`config.mk`:
```
export PLATFORM = sky130hd
export DESIGN_NAME = aud_ser_rx
export DESIGN_NICKNAME = d
export VERILOG_FILES = /design/src/rtl/aud_rx_pkg.sv /design/src/rtl/aud_rx_sync.sv /design/src/rtl/aud_rx_deser.sv /design/src/rtl/aud_ser_rx.sv
export SDC_FILE = /design/constraint.sdc
export NUM_CORES = 1
export LEC_CHECK = 0
export CAP_MARGIN = 0
export CORE_ASPECT_RATIO = 1.2
export CORE_MARGIN = 2
export CORE_UTILIZATION = 30
export DETAILED_ROUTE_END_ITERATION = 12
export DONT_BUFFER_PORTS = 1
export GPL_ROUTABILITY_DRIVEN = 0
export PLACE_DENSITY = 0.52
export SLEW_MARGIN = 20
export SYNTH_ARGS = -nofsm -noshare
export SYNTH_HDL_FRONTEND = slang
export SYNTH_HIERARCHICAL = 1
export SYNTH_SLANG_ARGS = --single-unit
```
`constraint.sdc`:
```
create_clock -name clk -period 3.97 [get_ports clk]
set_clock_uncertainty 0.2 [all_clocks]
set_input_delay 0.5955 -clock clk [delete_from_list [all_inputs] [get_ports clk]]
set_output_delay 0.5955 -clock clk [all_outputs]
set_load 0.005 [all_outputs]
```
`src/rtl/aud_rx_pkg.sv`:
```
package aud_rx_pkg;
  localparam int SAMPLE_W = 24;
  localparam int SLOT_W   = 32;
  localparam int MAX_CH   = 16;
  localparam int CHAN_W   = $clog2(MAX_CH);

  typedef enum logic [2:0] {
    FMT_I2S  = 3'd0,
    FMT_LJ   = 3'd1,
    FMT_TDM  = 3'd2,
    FMT_RJ24 = 3'd3,
    FMT_RJ20 = 3'd4,
    FMT_RJ18 = 3'd5,
    FMT_RJ16 = 3'd6,
    FMT_RSVD = 3'd7
  } fmt_e;

  // select code counts down from the highest line
  function automatic logic [1:0] line_of(input logic [1:0] sel);
    return 2'd3 - sel;
  endfunction

  // last N received bits, moved to the top of the sample word
  function automatic logic [SAMPLE_W-1:0] rj_word(input logic [SAMPLE_W-1:0] sh,
                                                  input logic [2:0] fmt);
    case (fmt)
      FMT_RJ20: return {sh[19:0], 4'b0};
      FMT_RJ18: return {sh[17:0], 6'b0};
      FMT_RJ16: return {sh[15:0], 8'b0};
      default:  return sh;
    endcase
  endfunction

  function automatic logic is_rj(input logic [2:0] fmt);
    return (fmt >= FMT_RJ24) && (fmt <= FMT_RJ16);
  endfunction
endpackage

```
`src/rtl/aud_rx_sync.sv`:
```
module aud_rx_sync #(
  parameter int STAGES = 2
) (
  input  logic clk,
  input  logic rst_n,
  input  logic bclk_i,
  input  logic fs_i,
  input  logic dat_i,
  input  logic bclk_pol,
  output logic samp_evt,
  output logic fs_q,
  output logic dat_q
);
  logic [2:0] chain [STAGES];
  logic       bclk_d;

  always_ff @(posedge clk or negedge rst_n) begin
    if (!rst_n) begin
      for (int k = 0; k < STAGES; k++) chain[k] <= 3'b000;
      bclk_d <= 1'b0;
    end else begin
      chain[0] <= {bclk_i, fs_i, dat_i};
      for (int k = 1; k < STAGES; k++) chain[k] <= chain[k-1];
      bclk_d <= chain[STAGES-1][2];
    end
  end

  // sample on the edge opposite to the one on which data changes
  assign samp_evt = bclk_pol ? (bclk_d & ~chain[STAGES-1][2])
                             : (~bclk_d & chain[STAGES-1][2]);
  assign fs_q  = chain[STAGES-1][1];
  assign dat_q = chain[STAGES-1][0];

  // clock ratio of four or more keeps sample events apart
  p_evt_spacing_r6: assert property (@(posedge clk) disable iff (!rst_n)
    samp_evt |=> !samp_evt);
endmodule

```
`src/rtl/aud_rx_deser.sv`:
```
module aud_rx_deser
  import aud_rx_pkg::*;
#(
  parameter int CNT_W = 10
) (
  input  logic                clk,
  input  logic                rst_n,
  input  logic                samp_evt,
  input  logic                fs,
  input  logic                dat,
  input  logic [2:0]          mode,
  input  logic                tdm16,
  input  logic                fs_pol,
  output logic                emit,
  output logic [SAMPLE_W-1:0] word,
  output logic [CHAN_W-1:0]   chan
);
  localparam int SLOT_LSB = $clog2(SLOT_W);
  localparam int SLOT_IW  = CNT_W - SLOT_LSB;
  localparam logic [CNT_W-1:0] CNT_MAX = '1;

  logic                primed, locked, fs_prev;
  logic [CNT_W-1:0]    pos, pos_nx;
  logic [SAMPLE_W-1:0] shreg, sh_nx;
  logic                act, fs_chg, frm_start, emit_raw;
  logic [SLOT_IW-1:0]  slot, nch;

  assign act       = fs ^ fs_pol;
  assign fs_chg    = primed && (fs != fs_prev);
  assign frm_start = (mode == FMT_TDM) ? (primed && act && !(fs_prev ^ fs_pol)) : fs_chg;
  assign pos_nx    = frm_start ? '0 : ((pos == CNT_MAX) ? CNT_MAX : pos + 1'b1);
  assign sh_nx     = {shreg[SAMPLE_W-2:0], dat};
  assign slot      = pos_nx[CNT_W-1:SLOT_LSB];
  assign nch       = SLOT_IW'(tdm16 ? MAX_CH : MAX_CH / 2);

  always_comb begin
    emit_raw = 1'b0;
    word     = sh_nx;
    chan     = CHAN_W'(act);
    case (mode)
      FMT_I2S: emit_raw = (pos_nx == CNT_W'(SAMPLE_W));
      FMT_LJ:  emit_raw = (pos_nx == CNT_W'(SAMPLE_W - 1));
      FMT_TDM: begin
        emit_raw = (pos_nx[SLOT_LSB-1:0] == SLOT_LSB'(SAMPLE_W - 1)) && (slot < nch);
        chan     = slot[CHAN_W-1:0];
      end
      FMT_RJ24, FMT_RJ20, FMT_RJ18, FMT_RJ16: begin
        emit_raw = fs_chg && locked;
        word     = rj_word(shreg, mode);
        chan     = CHAN_W'(fs_prev ^ fs_pol);
      end
      default: emit_raw = 1'b0;
    endcase
  end
  assign emit = samp_evt && emit_raw;

  always_ff @(posedge clk or negedge rst_n) begin
    if (!rst_n) begin
      primed  <= 1'b0;
      locked  <= 1'b0;
      fs_prev <= 1'b0;
      pos     <= CNT_MAX;
      shreg   <= '0;
    end else if (samp_evt) begin
      primed  <= 1'b1;
      fs_prev <= fs;
      pos     <= pos_nx;
      shreg   <= sh_nx;
      if (frm_start) locked <= 1'b1;
    end
  end

  // a channel completes only after a frame boundary was seen
  p_emit_locked_r9: assert property (@(posedge clk) disable iff (!rst_n)
    emit |-> (locked || frm_start));
  // slot numbers stay below the configured channel count
  p_chan_range_r4: assert property (@(posedge clk) disable iff (!rst_n)
    (emit && mode == FMT_TDM) |-> (chan < (tdm16 ? CHAN_W'(15) : CHAN_W'(8)) || (tdm16 && chan == CHAN_W'(15))));
endmodule

```
`src/rtl/aud_ser_rx.sv`:
```
module aud_ser_rx
  import aud_rx_pkg::*;
#(
  parameter int SYNC_STAGES = 2,
  parameter int CNT_W       = 10
) (
  input  logic                clk,
  input  logic                rst_n,
  input  logic                bclk_i,
  input  logic                fsync_i,
  input  logic [3:0]          sdata_i,
  input  logic [2:0]          cfg_mode,
  input  logic                cfg_tdm16,
  input  logic                cfg_fs_pol,
  input  logic                cfg_bclk_pol,
  input  logic [1:0]          cfg_line_sel,
  output logic [SAMPLE_W-1:0] smp_data,
  output logic [CHAN_W-1:0]   smp_chan,
  output logic                smp_valid
);
  logic                dat_sel, samp_evt, fs_q, dat_q, emit;
  logic [SAMPLE_W-1:0] word;
  logic [CHAN_W-1:0]   chan;

  assign dat_sel = sdata_i[line_of(cfg_line_sel)];

  aud_rx_sync #(.STAGES(SYNC_STAGES)) u_sync (
    .clk(clk), .rst_n(rst_n), .bclk_i(bclk_i), .fs_i(fsync_i), .dat_i(dat_sel),
    .bclk_pol(cfg_bclk_pol), .samp_evt(samp_evt), .fs_q(fs_q), .dat_q(dat_q)
  );

  aud_rx_deser #(.CNT_W(CNT_W)) u_deser (
    .clk(clk), .rst_n(rst_n), .samp_evt(samp_evt), .fs(fs_q), .dat(dat_q),
    .mode(cfg_mode), .tdm16(cfg_tdm16), .fs_pol(cfg_fs_pol),
    .emit(emit), .word(word), .chan(chan)
  );

  always_ff @(posedge clk or negedge rst_n) begin
    if (!rst_n) begin
      smp_valid <= 1'b0;
      smp_data  <= '0;
      smp_chan  <= '0;
    end else begin
      smp_valid <= emit;
      if (emit) begin
        smp_data <= word;
        smp_chan <= chan;
      end
    end
  end

  // one cycle per channel
  p_valid_pulse_r8: assert property (@(posedge clk) disable iff (!rst_n)
    smp_valid |=> !smp_valid);
  // reserved code stays silent
  p_rsvd_quiet_r8: assert property (@(posedge clk) disable iff (!rst_n)
    smp_valid |-> ($past(cfg_mode) != FMT_RSVD));
  // 16-bit right-justified words carry zero low bits
  p_rj16_pad_r3: assert property (@(posedge clk) disable iff (!rst_n)
    (smp_valid && $past(cfg_mode) == FMT_RJ16) |-> (smp_data[7:0] == 8'h00));
endmodule

```
==> results_dict.tcl <==
set metrics [dict create \
    row_count 48 \
    diodes 0 \
    routed_wl_mm 9.50 \
    power.density_nw_per_um2 574 \
    max_stage_delay_ns 0.66 \
    port_buffers 0 \
    r2r_end "smp_chan[0]" \
    setup_slack_ns 0.378 \
    vias 2902 \
    syn_area_per_cell_um2 11.5 \
    max_freq_mhz 278 \
    hp-class "in -> reg" \
    required_ns 3.99 \
    arrival_ns 3.62 \
    firstDrtPassIters 4 \
    cts_made_buffers 9 \
    async_reset_ff_share_pct 100 \
    ys_warn_count 6 \
    whs_endpoint "u_sync/chain[4]" \
    cp.depth 13 \
    grtUsageTotal_pct 12.9 \
    drtAntennaViolNets 0 \
    avgRoutedWirePerCell_um 17.5 \
    dp_hpwl_mm 6.29 \
    crit_path_max_fanout 14 \
    crit_buf_inv 1 \
    clk_latency_ns 0.34 \
    p_seq_share_pct 45.1 \
    tns_ns 0 \
    yosysUniqueCellTypes 51 \
    pre_cts_slack_ns 0.291 \
    drc 0 \
    crit_top_cell "nor2_1" \
    htreeDepth 3 \
    cts_root_buffer "clkbuf_16" \
    grt_pass1_vias 2890 \
    grt_max_degree 74 \
    cap_violations 0 \
    worstPathCellList "nand4_1 > nor3_1 > a31o_2 > nor2_1 > ha_1 > nor2_1 > nand2_1 > a211oi_1 > o2111ai_1 > a21boi_1 > a41o_2 > buf_4 > mux2_2" \
    min_from "fsync_i" \
    final.min_clock_period_ns 3.59 \
    cts_tree "yes" \
    fin_cells 543 \
    setup-violations-final 0 \
    die_h_um 135 \
    cts.sinks 73 \
    synth_ff_type "dfrtp_1" \
    drive_gt1_share_pct 29.6 \
    cp-end-kind "flip-flop" \
    dieArea_um2 15400 \
    cp_top_family "compound AO/OA/AOI/OAI gates" \
    relSlewSlack_pct 36.0 \
    drt_iter0_markers 196 \
    intPower_w 0.00186 \
    syn_nets 394 \
    min_period_over_period_pct 90.5 \
    clk_pin_slew_ns 0.06 \
    most-common-layout-cells "dfrtp_1, nand2_1, mux2_2" \
    worst_pin_slew_ns 0.958 \
    power.leakage_nw 2.00 \
    grt_overflow_total 0 \
    cts_resized 0 \
    pwr-share-comb_pct 24.6 \
    r2r_slack_ns 0.38 \
    finalHoldViolCount 0 \
    syn-cell-area_um2 4310 \
    syn_inst 376 \
    critPathKind "reg -> reg" \
    grt_first_pass_wirelength_mm 15.6 \
    hold_depth 0 \
    r2r_start "u_deser/pos[2]" \
    fp.dieW_um 113 \
    r2r_cells 13 \
    power.share.switching_pct 31.7 \
    slew_viol_final 0 \
    place_inst 525 \
    grt_setup_unrepaired "no" \
    critPathSlowestCell "dfstp_2" \
    switchingPower_w 0.000863 \
    clock_path_buffers 2 \
    io_pins 45 \
    hold_ws_ns 0.0815 \
    final_common_cell "dfrtp_1" \
    ys_seq_area_share_pct 42.6 \
    clockPowerShare_pct 30.3 \
    post_cts_buffers 0 \
    critPathLaunchType "flip-flop" \
    status "complete, no violations" \
    cts_hold_buf 2 \
    nNetsFinal 381 \
    syn_to_final_growth_pct 9.89 \
    start_util_pct 30.3 \
    ys_seq_elements 73 \
    antenna_found_initial 0 \
    vias_per_cell 5.34 \
    core-area_um2 14200 \
    synth-edff-count 0 \
    ir_worst_vdd_mv 0.266 \
]
cell usage after synthesis (6+ instances only):
library cell | n | share of area [%]
clkbuf_1 | 16 | 1.4
mux2_4 | 20 | 7.0
mux2i_1 | 18 | 4.2
mux4_2 | 15 | 7.8
a21oi_1 | 12 | 1.4
mux2_2 | 37 | 9.7
nand3_1 | 9 | 1.0
nor2_1 | 23 | 2.0
a31oi_1 | 10 | 1.5
dfstp_2 | 10 | 6.1
o21ai_0 | 20 | 2.3
nand2_1 | 43 | 3.7
dfrtp_1 | 63 | 37
buf_2 | 6 | 0.70
inv_1 | 7 | 0.61
stage by stage:
stage | total power (W) | cell area [um2] | util (%)
finish | 0.00272 | 4740 | 33.3
global route | 0.00287 | 4740 | 33.3
CTS | 0.00273 | 4740 | 33.3
detailed placement | 0.00188 | 4400 | 30.9
global placement | 0.00187 | 4400 | 30.9
floorplan | 0.00173 | 4310 | -
cell families after synthesis:
| kind of cell | after synthesis | synth area share [%] |
|---|---|---|
| adder cells (fa/ha/maj) | 2 | 0.580 |
| multiplexers | 92 | 29.9 |
| AO/OA/AOI/OAI | 68 | 10.4 |
| XOR/XNOR | 7 | 1.42 |
| AND/OR/NAND/NOR | 98 | 10.6 |
| flip-flops | 73 | 42.6 |
| buffers and inverters | 36 | 4.58 |
routing by layer:
| metal | vias up | global-route usage (%) | wire [um] |
|---|---|---|---|
| met5 | - | 0 | 0 |
| met4 | 0 | 6.44 | 221 |
| met3 | 17 | 3.00 | 492 |
| met2 | 73 | 20.0 | 4560 |
| met1 | 1454 | 17.0 | 4230 |
| li1 | 1358 | - | - |
worst register-to-register path, cell delays in order (launching register included):
cell	delay (ns)
dfstp_2	0.66
nand4_1	0.17
nor3_1	0.49
a31o_2	0.24
nor2_1	0.06
ha_1	0.19
nor2_1	0.11
nand2_1	0.07
a211oi_1	0.19
o2111ai_1	0.14
a21boi_1	0.19
a41o_2	0.16
buf_4	0.24
mux2_2	0.36
state kept, by name, summed over array words and instances (netlist names):
name and flops:
smp_chan 4, u_deser/locked 1, u_deser/shreg 24, u_sync/dat_q 1, u_sync/bclk_d 1, u_sync/fs_q 1
u_sync/chain 4, smp_valid 1, smp_data 24, u_deser/fs_prev 1, u_deser/pos 10, u_deser/primed 1
area by class of cell:
type	count	area (um2)
clock buffers	11	243
flip-flops and latches	73	1840
inverters	7	26.3
multi-input cells	267	2280
clock inverters	5	55.1
well taps	175	219
fillers	1394	9490
repair buffers	5	72.6
worst max-delay path by stage:
stage                         from           end  slack, ns
CTS                 u_deser/pos[2]   smp_chan[0]       0.42
global placement       cfg_mode[2]   smp_data[1]       0.44
floorplan              cfg_mode[1]  smp_data[10]       0.41
finish              u_deser/pos[2]   smp_chan[0]       0.38
global route        u_deser/pos[2]   smp_chan[0]       0.21
detailed placement     cfg_mode[2]   smp_chan[0]       0.29
power groups by stage:
stage / sequential [W] / combinational [W] / clock [W]
6_report: 0.00123 / 0.000669 / 0.000823
5_1_grt: 0.00127 / 0.000731 / 0.000873
4_1_cts: 0.00122 / 0.000671 / 0.000839
3_5_place_dp: 0.00124 / 0.000648 / 0
3_3_place_gp: 0.00123 / 0.000638 / 0
2_1_floorplan: 0.00111 / 0.000610 / 0
Power figures use the tool's default switching activity.
